`config.mk`:
```
export PLATFORM = sky130hd
export DESIGN_NAME = hilo_pwm
export DESIGN_NICKNAME = d
export VERILOG_FILES = /design/src/rtl/hilo_pwm_pkg.sv /design/src/rtl/hilo_pwm_regs.sv /design/src/rtl/hilo_pwm_tick.sv /design/src/rtl/hilo_pwm_phase.sv /design/src/rtl/hilo_pwm.sv
export SDC_FILE = /design/constraint.sdc
export NUM_CORES = 1
export LEC_CHECK = 0
export ABC_AREA = 1
export BUFFER_PORTS_ARGS = -buffer_cell sky130_fd_sc_hd__buf_2
export CAP_MARGIN = 20
export CORE_MARGIN = 2
export CORE_UTILIZATION = 40
export CTS_BUF_LIST = sky130_fd_sc_hd__clkbuf_8
export DETAILED_ROUTE_END_ITERATION = 12
export PLACE_DENSITY = 0.68
export SETUP_SLACK_MARGIN = 0.05
export SLEW_MARGIN = 20
export SYNTH_ARGS = -nofsm -noshare
export SYNTH_HDL_FRONTEND = slang
export SYNTH_SLANG_ARGS = --single-unit
export TNS_END_PERCENT = 1
```
`constraint.sdc`:
```
create_clock -name clk -period 3.25 [get_ports clk]
set_clock_uncertainty 0.2 [all_clocks]
set_input_delay 0.65 -clock clk [delete_from_list [all_inputs] [get_ports clk]]
set_output_delay 0.65 -clock clk [all_outputs]
set_load 0.02 [all_outputs]
```
`src/rtl/hilo_pwm_pkg.sv`:
```
package hilo_pwm_pkg;

  localparam int CNT_W  = 16;
  localparam int DIV_W  = 7;
  localparam int NSRC   = 4;
  localparam int SEL_W  = $clog2(NSRC);
  localparam int NCHAN  = 2;

  typedef struct packed {
    logic             en;
    logic             gate;
    logic [SEL_W-1:0] sel;
    logic [DIV_W-1:0] div;
  } chan_cfg_t;

  // Channel ch fields: enable bit ch, select at 4+2ch, divider at 8+8ch, gate at 15+8ch
  function automatic chan_cfg_t cfg_of(input logic [31:0] ctrl, input int ch);
    chan_cfg_t c;
    c.en   = ctrl[ch];
    c.sel  = ctrl[4 + SEL_W*ch +: SEL_W];
    c.div  = ctrl[8 + 8*ch +: DIV_W];
    c.gate = ctrl[15 + 8*ch];
    return c;
  endfunction

  function automatic logic [31:0] ctrl_mask();
    logic [31:0] m = '0;
    for (int ch = 0; ch < NCHAN; ch++) begin
      m[ch] = 1'b1;
      m[4 + SEL_W*ch +: SEL_W] = '1;
      m[8 + 8*ch +: DIV_W] = '1;
      m[15 + 8*ch] = 1'b1;
    end
    return m;
  endfunction

  // The low phase never lasts fewer than one tick
  function automatic logic [CNT_W-1:0] low_span(input logic [CNT_W-1:0] lo);
    return (lo == '0) ? CNT_W'(1) : lo;
  endfunction

endpackage

```
`src/rtl/hilo_pwm_regs.sv`:
```
module hilo_pwm_regs
  import hilo_pwm_pkg::*;
(
  input  logic                  clk,
  input  logic                  rst_n,
  input  logic                  wen,
  input  logic [3:0]            addr,
  input  logic [31:0]           wdata,
  output logic [31:0]           rdata,
  output logic [NCHAN-1:0][31:0] len_q,
  output logic [31:0]           ctrl_q
);

  localparam logic [31:0] MASK = ctrl_mask();
  localparam logic [3:0]  CTRL_ADDR = 4'(4 * NCHAN);

  always_ff @(posedge clk) begin
    if (!rst_n) begin
      len_q  <= '0;
      ctrl_q <= '0;
    end else if (wen) begin
      for (int ch = 0; ch < NCHAN; ch++)
        if (addr == 4'(4 * ch)) len_q[ch] <= wdata;
      if (addr == CTRL_ADDR) ctrl_q <= wdata & MASK;
    end
  end

  always_comb begin
    rdata = '0;
    for (int ch = 0; ch < NCHAN; ch++)
      if (addr == 4'(4 * ch)) rdata = len_q[ch];
    if (addr == CTRL_ADDR) rdata = ctrl_q;
  end

endmodule

```
`src/rtl/hilo_pwm_tick.sv`:
```
module hilo_pwm_tick #(
  parameter int NSRC  = 4,
  parameter int DIV_W = 7,
  localparam int SEL_W = $clog2(NSRC)
) (
  input  logic             clk,
  input  logic             rst_n,
  input  logic [NSRC-1:0]  src_stb,
  input  logic [SEL_W-1:0] sel,
  input  logic [DIV_W-1:0] div,
  input  logic             gate,
  output logic             tick
);

  logic [DIV_W-1:0] div_cnt;
  logic             sel_stb;
  logic             div_wrap;

  assign sel_stb  = src_stb[sel];
  assign div_wrap = sel_stb && (div_cnt >= div);
  assign tick     = div_wrap && gate;

  always_ff @(posedge clk) begin
    if (!rst_n)        div_cnt <= '0;
    else if (div_wrap) div_cnt <= '0;
    else if (sel_stb)  div_cnt <= div_cnt + 1'b1;
  end

  p_div_restart_r5: assert property (@(posedge clk) disable iff (!rst_n)
    div_wrap |=> (div_cnt == '0));

  p_div_idle_r6: assert property (@(posedge clk) disable iff (!rst_n)
    !src_stb[sel] |=> $stable(div_cnt));

endmodule

```
`src/rtl/hilo_pwm_phase.sv`:
```
module hilo_pwm_phase
  import hilo_pwm_pkg::*;
#(
  parameter int W = CNT_W
) (
  input  logic         clk,
  input  logic         rst_n,
  input  logic         en,
  input  logic         tick,
  input  logic [W-1:0] hi_in,
  input  logic [W-1:0] lo_in,
  output logic         pwm_out
);

  logic         running;
  logic         phase_hi;
  logic [W-1:0] cnt;
  logic [W-1:0] hi_q, lo_q;
  logic         high_end;
  logic         period_end;

  assign high_end   = running && tick && phase_hi && (cnt == hi_q - W'(1));
  assign period_end = running && tick && !phase_hi && (cnt == low_span(lo_q) - W'(1));

  always_ff @(posedge clk) begin
    if (!rst_n) begin
      running  <= 1'b0;
      phase_hi <= 1'b0;
      cnt      <= '0;
      hi_q     <= '0;
      lo_q     <= '0;
    end else if (!en) begin
      running  <= 1'b0;
      phase_hi <= 1'b0;
      cnt      <= '0;
    end else if (!running || period_end) begin
      running  <= 1'b1;
      hi_q     <= hi_in;
      lo_q     <= lo_in;
      phase_hi <= (hi_in != '0);
      cnt      <= '0;
    end else if (high_end) begin
      phase_hi <= 1'b0;
      cnt      <= '0;
    end else if (tick) begin
      cnt <= cnt + W'(1);
    end
  end

  assign pwm_out = en && running && phase_hi;

  p_high_bound_r2: assert property (@(posedge clk) disable iff (!rst_n)
    (running && phase_hi) |-> (cnt < hi_q));

  p_low_bound_r4: assert property (@(posedge clk) disable iff (!rst_n)
    (running && !phase_hi) |-> (cnt < low_span(lo_q)));

  p_zero_high_r3: assert property (@(posedge clk) disable iff (!rst_n)
    (running && hi_q == '0) |-> !phase_hi);

  p_start_high_r8: assert property (@(posedge clk) disable iff (!rst_n)
    $rose(running) |-> (phase_hi == (hi_q != '0)));

  p_latch_boundary_r9: assert property (@(posedge clk) disable iff (!rst_n)
    (running && $past(running) && !$stable(hi_q)) |-> $past(period_end));

  p_gate_hold_r10: assert property (@(posedge clk) disable iff (!rst_n)
    (en && running && !tick) |=> ($stable(cnt) && $stable(phase_hi)));

  p_stop_r7: assert property (@(posedge clk) disable iff (!rst_n)
    !en |=> !running);

endmodule

```
`src/rtl/hilo_pwm.sv`:
```
module hilo_pwm
  import hilo_pwm_pkg::*;
(
  input  logic        clk,
  input  logic        rst_n,
  input  logic        bus_wen,
  input  logic [3:0]  bus_addr,
  input  logic [31:0] bus_wdata,
  output logic [31:0] bus_rdata,
  input  logic [3:0]  src_stb,
  output logic [1:0]  pwm_out
);

  logic [NCHAN-1:0][31:0] len_q;
  logic [31:0]            ctrl_q;

  hilo_pwm_regs u_regs (
    .clk   (clk),
    .rst_n (rst_n),
    .wen   (bus_wen),
    .addr  (bus_addr),
    .wdata (bus_wdata),
    .rdata (bus_rdata),
    .len_q (len_q),
    .ctrl_q(ctrl_q)
  );

  for (genvar ch = 0; ch < NCHAN; ch++) begin : g_chan
    chan_cfg_t cfg;
    logic      tick;

    assign cfg = cfg_of(ctrl_q, ch);

    hilo_pwm_tick #(.NSRC(NSRC), .DIV_W(DIV_W)) u_tick (
      .clk    (clk),
      .rst_n  (rst_n),
      .src_stb(src_stb),
      .sel    (cfg.sel),
      .div    (cfg.div),
      .gate   (cfg.gate),
      .tick   (tick)
    );

    hilo_pwm_phase #(.W(CNT_W)) u_phase (
      .clk    (clk),
      .rst_n  (rst_n),
      .en     (cfg.en),
      .tick   (tick),
      .hi_in  (len_q[ch][31:16]),
      .lo_in  (len_q[ch][15:0]),
      .pwm_out(pwm_out[ch])
    );
  end

endmodule

```
==> results of run 1 <==
## cell type report
| cell class | instances | area share |
|---|---|---|
| antenna | 2 | 0.000389 |
| sequential | 200 | 0.312 |
| clock inverter | 15 | 0.0115 |
| tap | 378 | 0.0367 |
| timing repair buffer | 128 | 0.0731 |
| clock buffer | 17 | 0.0182 |
| multi-input combinational | 1179 | 0.483 |
| inverter | 224 | 0.0653 |
## cell families after synthesis
| family | share of synthesized area |
|---|---|
| DFF | 0.354 |
| and+or+nand+nor | 0.286 |
| xor gates and xnor gates | 0.0768 |
| adders and majority gates | 0.0243 |
| AOI/OAI and AO/OA | 0.150 |
| buffers and inverters | 0.109 |
## how the worst max path moves through the flow
stage | from | endpoint | slack [ns]
after floorplan | g_chan[1].u_phase.lo_q[4] | g_chan[1].u_phase.hi_q[10] | 0.46
after global placement | g_chan[0].u_phase.lo_q[3] | g_chan[0].u_phase.lo_q[7] | 0.18
after detailed placement | g_chan[1].u_phase.lo_q[12] | g_chan[1].u_phase.cnt[13] | 0.16
after CTS | g_chan[0].u_phase.lo_q[3] | g_chan[0].u_phase.hi_q[6] | 0.13
after global routing | g_chan[1].u_phase.lo_q[9] | g_chan[1].u_phase.hi_q[4] | -0.02
final | bus_addr[1] | bus_rdata[29] | 0.17
## report_power, final
group | leakage [uW] | switching (uW) | internal [uW] | total, uW
Clock | 0.000182 | 989 | 623 | 1610
Sequential | 0.00162 | 39.4 | 2500 | 2540
Combinational | 0.00354 | 578 | 356 | 934
## per-layer routing
layer  vias up  routed length, um  GRT usage  part of all wire
met5         -                  0          0                 0
met4         0                643     0.0665             0.020
met3        33               1700     0.0282             0.052
met2       308              15000      0.354              0.46
met1      5035              15400      0.302              0.47
li1       5592                  -          -                 -
## worst max-delay path, delay by kind of cell
family	cells	cell delay (ns)
AO/OA/AOI/OAI	1	0.42
buffers and inverters	5	0.78
AND/OR/NAND/NOR	2	0.37
## layout by cell type (no fill, tap or decap), types with 13 or more instances in the layout
cell type  synthesis  layout
nor3_1            21      19
nand2_2            7      13
xnor2_1           33      33
o221ai_1          22      22
buf_4              4      41
nand4_1           24      24
ha_1              22      22
nand2_1          302     294
buf_2              5      75
nor2_1           206     194
o21ai_0          101     100
inv_1            219     219
nand3_1          144     143
xor2_1            56      56
a21oi_1          178     178
clkbuf_8           0      17
dfxtp_1          200     188
## state kept, by name, indices dropped and copies added (netlist names)
register,cells
u_regs.ctrl_q,22
g_chan.u_phase.hi_q,32
g_chan.u_phase.running,2
g_chan.u_phase.phase_hi,2
g_chan.u_phase.cnt,32
g_chan.u_phase.lo_q,32
u_regs.len_q,64
g_chan.u_tick.div_cnt,14
## per-stage QoR
stage	worst slack [ns]	cells	hold WS, ns
finish	0.172	2143	0.273
CTS	0.132	2127	0.252
detailed placement	0.161	2095	0.273
global route	-0.0157	2141	0.265
global placement	0.181	2095	0.273
floorplan	0.465	1681	0.245
## repair_timing
item,in CTS,in global routing
gates resized for setup,0,41
setup endpoints to repair,0,98
setup buffers,0,4
hold endpoints to repair,0,0
==> impl_metrics.py, run 1 <==
metrics = {
    "cts": {
        "ctsHoldBuffers": 0,
        "cts.sinks": 200,
        "cts_tree": "yes",
        "htreeDepth": 4,
        "insertion_delay_ns": 0.49,
        "clkTransAtPathRegs_ns": 0.11,
        "cts_made_buffers": 17,
        "cts_buffer_depth": 2,
        "ctsRootBufferMaster": "clkbuf_8",
    },
    "setup_path": {
        "cp_data_arrival_time_ns": 2.23,
        "critPathMaxFanout": 24,
        "required_ns": 2.40,
        "r2r_start": "g_chan[1].u_phase.lo_q[9]",
        "crit_chain": "buf_2, nor2_1, inv_1, nor3_1, inv_1, buf_4, o22ai_1, buf_2",
        "endpoint_kind": "output port",
        "crit_path_max_incr_delay_ns": 0.42,
        "start_kind": "input port",
        "critPathSlowestCell": "o22ai_1",
        "r2r-end": "g_chan[1].u_phase.hi_q[4]",
        "ff2ff_path_depth": 19,
        "crit_type": "input port to output port",
        "reg2reg_slack_ns": 0.21,
    },
    "place": {
        "dpl.hpwl_mm": 23.9,
        "dpl_cell_area_sq_um": 12100,
        "place_congestion": 0.926,
        "io_buffers": 76,
    },
    "sta": {
        "hold_viol": 0,
        "relSlewSlack": 0.583,
        "fin_crit_sh": 0.947,
        "drv_slew": 0,
        "finalSetupTns_ns": 0,
        "worst_slew_pin_slew_ns": 0.626,
        "layout_min_cycle_time_ns": 3.08,
        "max_freq_ghz": 0.325,
        "setup_viol": 0,
        "grt_setup_unrepaired": "yes",
    },
    "yosys": {
        "syn_inst": 1681,
        "synth_top_area_share": 0.354,
        "synth-seq-cells": 200,
        "syn_area_sq_um": 11300,
        "yosysTopAreaCell": "dfxtp_1",
        "avgSynthCellArea_sq_um": 6.73,
        "synth_cell_type_count": 40,
        "synth-seq-area-share": 0.354,
        "synth_edf_count": 0,
        "synthArstFlopShare": 0,
        "synth_area_leaders": "dfxtp_1 (35%), nand2_1 (10%), a21oi_1 (7.9%)",
        "ys.flop_type": "dfxtp_1",
        "yosysMostFrequentCell": "nand2_1",
        "synth_fp_nets": 1746,
        "ys_warn_count": 0,
        "synthTopCellsByCount": "nand2_1 (302), inv_1 (219), nor2_1 (206)",
    },
    "finish": {
        "fillerInstances": 2896,
        "area_growth_pct": 13.7,
        "final_core_util": 0.462,
        "fin_area_sq_um": 12900,
        "drive_gt1_frac": 0.130,
        "regArea_sq_um": 4020,
        "finalNetCount": 1815,
        "multi_input_area_sq_um": 6210,
    },
    "flow_run": {
        "drv.max_cap_violation_count": 0,
    },
    "power_and_ir_drop": {
        "cellLeakagePower_uw": 0.00535,
        "p_total_uw": 5080,
        "p_per_area_nw_per_um2": 395,
        "ir_drop_uv": 272,
    },
    "routing": {
        "post_drt_via_cell_ratio": 5.12,
        "wire_per_inst_um": 15.3,
        "first_pass_iters": 7,
        "drtIter0Drc": 1015,
        "num_vias": 10968,
        "drt_wl_total_mm": 32.7,
        "drc": 0,
        "ant_nets": 0,
    },
    "global_route": {
        "grt_start_max_net_pins": 66,
        "grt.overflow.total": 0,
        "grt_use_total": 0.218,
        "grt_pass1_vias": 9766,
        "antenna_found_initial": 1,
        "grt_first_pass_wirelength_mm": 50.8,
    },
    "floorplanning": {
        "core_sq_um": 27900,
        "fp.dieH_um": 172,
        "io-pin-count": 77,
        "fp.dieW_um": 172,
        "die-area_sq_um": 29700,
        "rows": 61,
        "start_util": 0.406,
    },
    "min_path": {
        "min_path_type": "input port to flip-flop",
        "worst_hold_path.num_cells": 3,
        "hp-start": "bus_wdata[30]",
        "worstHoldEndpoint": "u_regs.len_q[30]",
    },
    "run_status": {
        "status": "finished, final reports clean",
    },
}
Note: power is estimated with default switching activity, not from simulation.
==> inputs of run 2 (changes only) <==
--- a/config.mk
+++ b/config.mk
@@ -5,7 +5,6 @@
 export SDC_FILE = /design/constraint.sdc
 export NUM_CORES = 1
 export LEC_CHECK = 0
-export ABC_AREA = 1
 export BUFFER_PORTS_ARGS = -buffer_cell sky130_fd_sc_hd__buf_2
 export CAP_MARGIN = 20
 export CORE_MARGIN = 2
==> impl_metrics.py, run 2 <==
metrics = {
    "cts": {
        "ctsRootBufferMaster": "clkbuf_8",
        "cts_tree": "yes",
        "clkTransAtPathRegs_ns": 0.14,
        "cts.sinks": 200,
        "cts_made_buffers": 17,
        "insertion_delay_ns": 0.50,
        "cts_buffer_depth": 2,
        "ctsHoldBuffers": 0,
        "htreeDepth": 4,
    },
    "finish": {
        "largest_reg_flops": 64,
        "area_growth_pct": 16.3,
        "finalNetCount": 1590,
        "drive_gt1_frac": 0.169,
        "mostFrequentLayoutCell": "nand2_1",
        "regMostFlops": "u_regs.len_q",
        "n_antenna_cell": 0,
        "stdcell_count": 1916,
        "final_cell_mix": "nand2_1 (358), dfxtp_1 (189), a21boi_0 (87), buf_4 (81)",
        "fin_area_sq_um": 13300,
        "final_core_util": 0.475,
    },
    "yosys": {
        "synthArstFlopShare": 0,
        "ys.flop_type": "dfxtp_1",
        "yosysTopAreaCell": "dfxtp_1",
        "synth_edf_count": 0,
        "synth_top_area_share": 0.351,
        "synthTopCellsByCount": "nand2_1 (358), dfxtp_1 (200), a21boi_0 (87)",
        "avgSynthCellArea_sq_um": 7.97,
        "ys_warn_count": 0,
        "yosysMostFrequentCell": "nand2_1",
        "synth-seq-area-share": 0.351,
        "synth_cell_type_count": 76,
        "syn_inst": 1432,
        "synth_area_leaders": "dfxtp_1 (35%), nand2_1 (12%), mux2i_1 (6.3%)",
        "syn_area_sq_um": 11400,
        "synth-seq-cells": 200,
        "synth_fp_nets": 1497,
    },
    "power_and_ir_drop": {
        "ir_drop_uv": 251,
        "cellLeakagePower_uw": 0.00481,
        "p_per_area_nw_per_um2": 336,
    },
    "global_route": {
        "grt.overflow.total": 0,
        "grt_first_pass_wirelength_mm": 54.3,
        "antenna_found_initial": 1,
        "grt_start_max_net_pins": 73,
        "grt_use_total": 0.225,
        "grt_pass1_vias": 9994,
    },
    "floorplanning": {
        "start_util": 0.409,
        "core_sq_um": 27900,
        "fp.dieW_um": 173,
        "fp.dieH_um": 173,
        "die-area_sq_um": 29900,
        "rows": 61,
        "io-pin-count": 77,
    },
    "place": {
        "place_congestion": 0.901,
        "place_ws_ns": -0.414,
        "dp_cells": 1877,
        "dpl_cell_area_sq_um": 12600,
        "io_buffers": 76,
        "dpl.hpwl_mm": 25.2,
    },
    "routing": {
        "first_pass_iters": 9,
        "wire_per_inst_um": 17.9,
        "ant_nets": 0,
        "drtIter0Drc": 754,
        "num_vias": 10603,
        "drt_wl_total_mm": 34.2,
        "post_drt_via_cell_ratio": 5.53,
        "drc": 0,
    },
    "setup_path": {
        "crit_type": "flip-flop to flip-flop",
        "crit_chain": "or4_4, or3_4, nor2_2, nor2_1, ha_2, xor2_1, xnor2_1, nand3_1, nor4b_2, nand4_1, o32ai_4, buf_6, clkbuf_16, mux2i_1",
        "critPathMaxFanout": 8,
        "required_ns": 3.47,
        "start_kind": "flip-flop",
        "crit_path_max_incr_delay_ns": 0.52,
        "endpoint_kind": "flip-flop",
        "critPathSlowestCell": "or4_4",
        "cp_data_arrival_time_ns": 3.84,
    },
    "sta": {
        "layout_min_cycle_time_ns": 3.62,
        "drv_slew": 0,
        "grt_setup_unrepaired": "yes",
        "fin_crit_sh": 1.11,
        "hold_viol": 0,
        "hold_ws_ns": 0.209,
        "worst_slew_pin_slew_ns": 0.784,
        "fin_ws_ns": -0.371,
        "setup_viol": 98,
        "relSlewSlack": 0.477,
        "max_freq_ghz": 0.276,
    },
    "flow_run": {
        "drv.max_cap_violation_count": 0,
    },
    "min_path": {
        "min_path_type": "input port to flip-flop",
    },
    "run_status": {
        "violations": "setup timing",
        "status": "finished, violations left",
    },
}
## run 2: changes by cell type in the layout (fill, tap and decap cells not counted), moves of 21 or more
cell      delta
inv_1      -184
nor4_1      +23
nor3_1      +34
xnor2_1     +42
o221ai_1    -21
o21ai_0     -63
buf_4       +40
a21oi_1    -161
nor2_1     -134
mux2i_1     +70
a22oi_1     +24
nand2_1     +64
nand3_1    -122
a21boi_0    +87
## run 2: logic make-up after synthesis
kind of cell / synth area share
simple gates: 0.261
compound gates: 0.155
flops: 0.351
buf+inv: 0.0546
xor+xnor: 0.0875
mux: 0.0671
fa+ha+maj: 0.0241
## run 2: through the flow
stage / TNS, ns / total power (uW)
6_report: -23.48 / 4460
2_1_floorplan: -33.75 / 2690
3_3_place_gp: -28.65 / 2800
4_1_cts: -22.94 / 4480
3_5_place_dp: -30.25 / 2810
5_1_grt: -36.64 / 4590
## run 2: repair_timing
item / in CTS / in global routing
resized for setup: 23 / 10
buffers inserted: 2 / 2
gates cloned: 2 / 1
pin swaps: 10 / 11
endpoints found under the setup margin: 98 / 98
## run 2: area by class of cell
class,count,area [sq um]
Clock buffer,17,234
Multi-Input combinational cell,1095,6890
Fill cell,2755,14700
Clock inverter,15,194
Inverter,36,135
Sequential cell,200,4020
Timing Repair Buffer,175,1330
Tap cell,378,473
## run 2: where the power goes
part	internal, uW	leakage (uW)	switching, uW
combinational	103	0.00299	173
clock	608	0.000209	1100
sequential	2470	0.00162	17.9
## run 2: final timing paths
kind                                           startpoint                          to  slack (ns)  depth (start not counted)
worst max-delay path            g_chan[0].u_phase.lo_q[4]  g_chan[0].u_phase.hi_q[10]       -0.37                         14
worst min-delay path                        bus_wdata[22]            u_regs.len_q[22]        0.21                          3
worst max register to register  g_chan[0].u_phase.lo_q[4]  g_chan[0].u_phase.hi_q[10]       -0.37                         14
worst min register to register          u_regs.ctrl_q[21]           u_regs.ctrl_q[21]        0.27                          2
## run 2: critical path: cells and delay by family, from the launching register on
| kind | cells | cell delay, ns |
|---|---|---|
| AOI/OAI and AO/OA | 1 | 0.36 |
| and+or+nand+nor | 7 | 1.67 |
| DFF | 1 | 0.34 |
| buffers and inverters | 2 | 0.33 |
| muxes | 1 | 0.18 |
| xor gates and xnor gates | 2 | 0.31 |
| adders and majority gates | 1 | 0.17 |
## run 2: metal layers
metal / vias up / share of wire / track usage
met2: 349 / 0.44 / 0.351
met5: - / 0 / 0
li1: 5151 / - / -
met1: 5040 / 0.45 / 0.306
met3: 63 / 0.065 / 0.0416
met4: 0 / 0.036 / 0.0929
==> inputs of run 3 (changes only) <==
==> constraint.sdc (replaced) <==
create_clock -name clk -period 3.25 [get_ports clk]
set_clock_uncertainty 0.2 [all_clocks]
set_input_delay 0.325 -clock clk [delete_from_list [all_inputs] [get_ports clk]]
set_output_delay 0.325 -clock clk [all_outputs]
set_load 0.02 [all_outputs]
==> impl_metrics.py, run 3 (synthesis results as in run 2) <==
metrics = {
    "run_status": {
        "status": "finished, violations left",
        "violations": "setup timing",
    },
    "cts": {
        "cts_made_buffers": 17,
        "cts.sinks": 200,
        "cts_tree": "yes",
        "ctsRootBufferMaster": "clkbuf_8",
        "clkTransAtPathRegs_ns": 0.10,
        "cts_buffer_depth": 2,
        "insertion_delay_ns": 0.50,
        "htreeDepth": 4,
    },
    "routing": {
        "dr_wl_met3_mm": 1.99,
        "num_vias": 10631,
        "drt_wl_total_mm": 34.0,
        "first_pass_iters": 6,
        "wire_per_inst_um": 17.5,
        "met1_length_mm": 15.8,
        "top_layer": "met4",
        "drtIter0Drc": 808,
        "ant_nets": 0,
        "post_drt_via_cell_ratio": 5.48,
        "route.met2.wl_mm": 15.2,
        "drc": 0,
    },
    "global_route": {
        "antenna_found_initial": 0,
        "grt.overflow.total": 0,
        "grt_pass1_vias": 10125,
        "grt_first_pass_wirelength_mm": 54.4,
        "grt_use_total": 0.224,
        "grt_start_max_net_pins": 89,
    },
    "sta": {
        "hold_ws_ns": 0.151,
        "max_freq_ghz": 0.280,
        "layout_min_cycle_time_ns": 3.57,
        "fin_crit_sh": 1.10,
        "relSlewSlack": 0.477,
        "setup_viol": 98,
        "worst_slew_pin_slew_ns": 0.784,
        "hold_viol": 0,
        "fin_ws_ns": -0.322,
        "grt_setup_unrepaired": "yes",
        "drv_slew": 0,
    },
    "setup_path": {
        "cp_top_family": "simple AND/OR/NAND/NOR gates",
        "crit_path_max_incr_delay_ns": 0.53,
        "start_kind": "flip-flop",
        "cp-endpoint": "g_chan[0].u_phase.hi_q[2]",
        "cp.depth": 14,
        "reg2reg_slack_ns": -0.32,
        "cp_data_arrival_time_ns": 3.78,
        "critPathMaxFanout": 8,
        "r2r-end": "g_chan[0].u_phase.hi_q[2]",
        "required_ns": 3.46,
        "endpoint_kind": "flip-flop",
        "r2r_start": "g_chan[0].u_phase.lo_q[6]",
        "crit_type": "flip-flop to flip-flop",
        "ff2ff_path_depth": 14,
        "crit_chain": "or4_4, or3_4, nor2_4, nor2_2, ha_2, or3b_4, nor3_2, xnor2_1, nor4b_2, nand4_1, o32ai_4, buf_6, buf_12, mux2i_1",
        "crit_start": "g_chan[0].u_phase.lo_q[6]",
        "path_buf_inv": 2,
        "critPathSlowestCell": "or4_4",
    },
    "place": {
        "dpl.hpwl_mm": 25.4,
        "io_buffers": 76,
        "place_congestion": 0.884,
    },
    "floorplanning": {
        "core_sq_um": 27900,
        "die-area_sq_um": 29900,
        "start_util": 0.409,
        "io-pin-count": 77,
        "fp.dieH_um": 173,
        "fp.dieW_um": 173,
        "rows": 61,
    },
    "finish": {
        "mostFrequentLayoutCell": "nand2_1",
        "multi_input_area_sq_um": 6880,
        "final_cell_mix": "nand2_1 (358), dfxtp_1 (188), a21boi_0 (87), buf_4 (79)",
        "largest_reg_flops": 64,
        "n_antenna_cell": 0,
        "finalNetCount": 1616,
        "area_growth_pct": 17.8,
        "regArea_sq_um": 4020,
        "regMostFlops": "u_regs.len_q",
        "final_core_util": 0.482,
        "drive_gt1_frac": 0.161,
        "fillerInstances": 2758,
    },
    "flow_run": {
        "drv.max_cap_violation_count": 0,
    },
    "power_and_ir_drop": {
        "p_per_area_nw_per_um2": 325,
        "cellLeakagePower_uw": 0.00488,
        "ir_drop_uv": 259,
    },
    "min_path": {
        "min_path_type": "input port to flip-flop",
    },
}
## run 3: per-layer routing
metal,global-route usage,up-vias
met2,0.349,337
met4,0.0855,0
li1,-,5214
met3,0.0372,54
met1,0.310,5026
met5,0,-
## run 3: per-stage QoR
step | setup TNS, ns | area [sq um] | instances | worst slack, ns | total power (uW)
2_1_floorplan | -33.75 | 11500 | 1432 | -0.388 | 2690
3_3_place_gp | -29.29 | 12600 | 1873 | -0.412 | 2800
3_5_place_dp | -34.47 | 12600 | 1873 | -0.450 | 2800
4_1_cts | -24.55 | 13400 | 1941 | -0.351 | 4390
5_1_grt | -39.33 | 13500 | 1941 | -0.506 | 4500
6_report | -24.16 | 13500 | 1941 | -0.322 | 4370
## run 3: cell type report
| cell class | count | area share |
|---|---|---|
| multi-input combinational | 1095 | 0.512 |
| sequential | 200 | 0.299 |
| timing repair buffer | 201 | 0.115 |
| tap | 378 | 0.0352 |
| clock buffer | 17 | 0.0174 |
| clock inverter | 14 | 0.0116 |
| inverter | 36 | 0.0100 |
## run 3: worst min-delay path by stage
stage	from	endpoint	slack (ns)	cells past startpoint
after floorplan	u_regs.len_q[34]	g_chan[1].u_phase.lo_q[2]	0.24	2
after global placement	u_regs.ctrl_q[20]	u_regs.ctrl_q[20]	0.25	2
after detailed placement	u_regs.ctrl_q[17]	u_regs.ctrl_q[17]	0.26	2
after CTS	rst_n	g_chan[1].u_phase.lo_q[9]	0.13	3
after global routing	rst_n	g_chan[0].u_phase.hi_q[3]	0.17	3
final	rst_n	g_chan[0].u_phase.hi_q[3]	0.15	3
## run 3: timing repair
item | 4_1_cts | 5_1_grt
gates cloned | 2 | 0
hold buffers | 32 | 0
gates resized for setup | 22 | 11
endpoints found under the hold margin | 86 | 0
buffers inserted | 3 | 0
pin swaps | 14 | 4
setup endpoints to repair | 98 | 98
## run 3: where the power goes
group,leakage [uW],switching [uW],internal [uW]
clock,0.000191,1010,574
sequential,0.00162,17.6,2470
combinational,0.00307,176,124
total,0.00488,1200,3160
## run 3: tightest hold or removal path: cells and delay by family
| kind | cells | cell delay, ns |
|---|---|---|
| buffers and inverters | 1 | 0.24 |
| multiplexers | 1 | 0.06 |
| AND/OR/NAND/NOR | 1 | 0.14 |
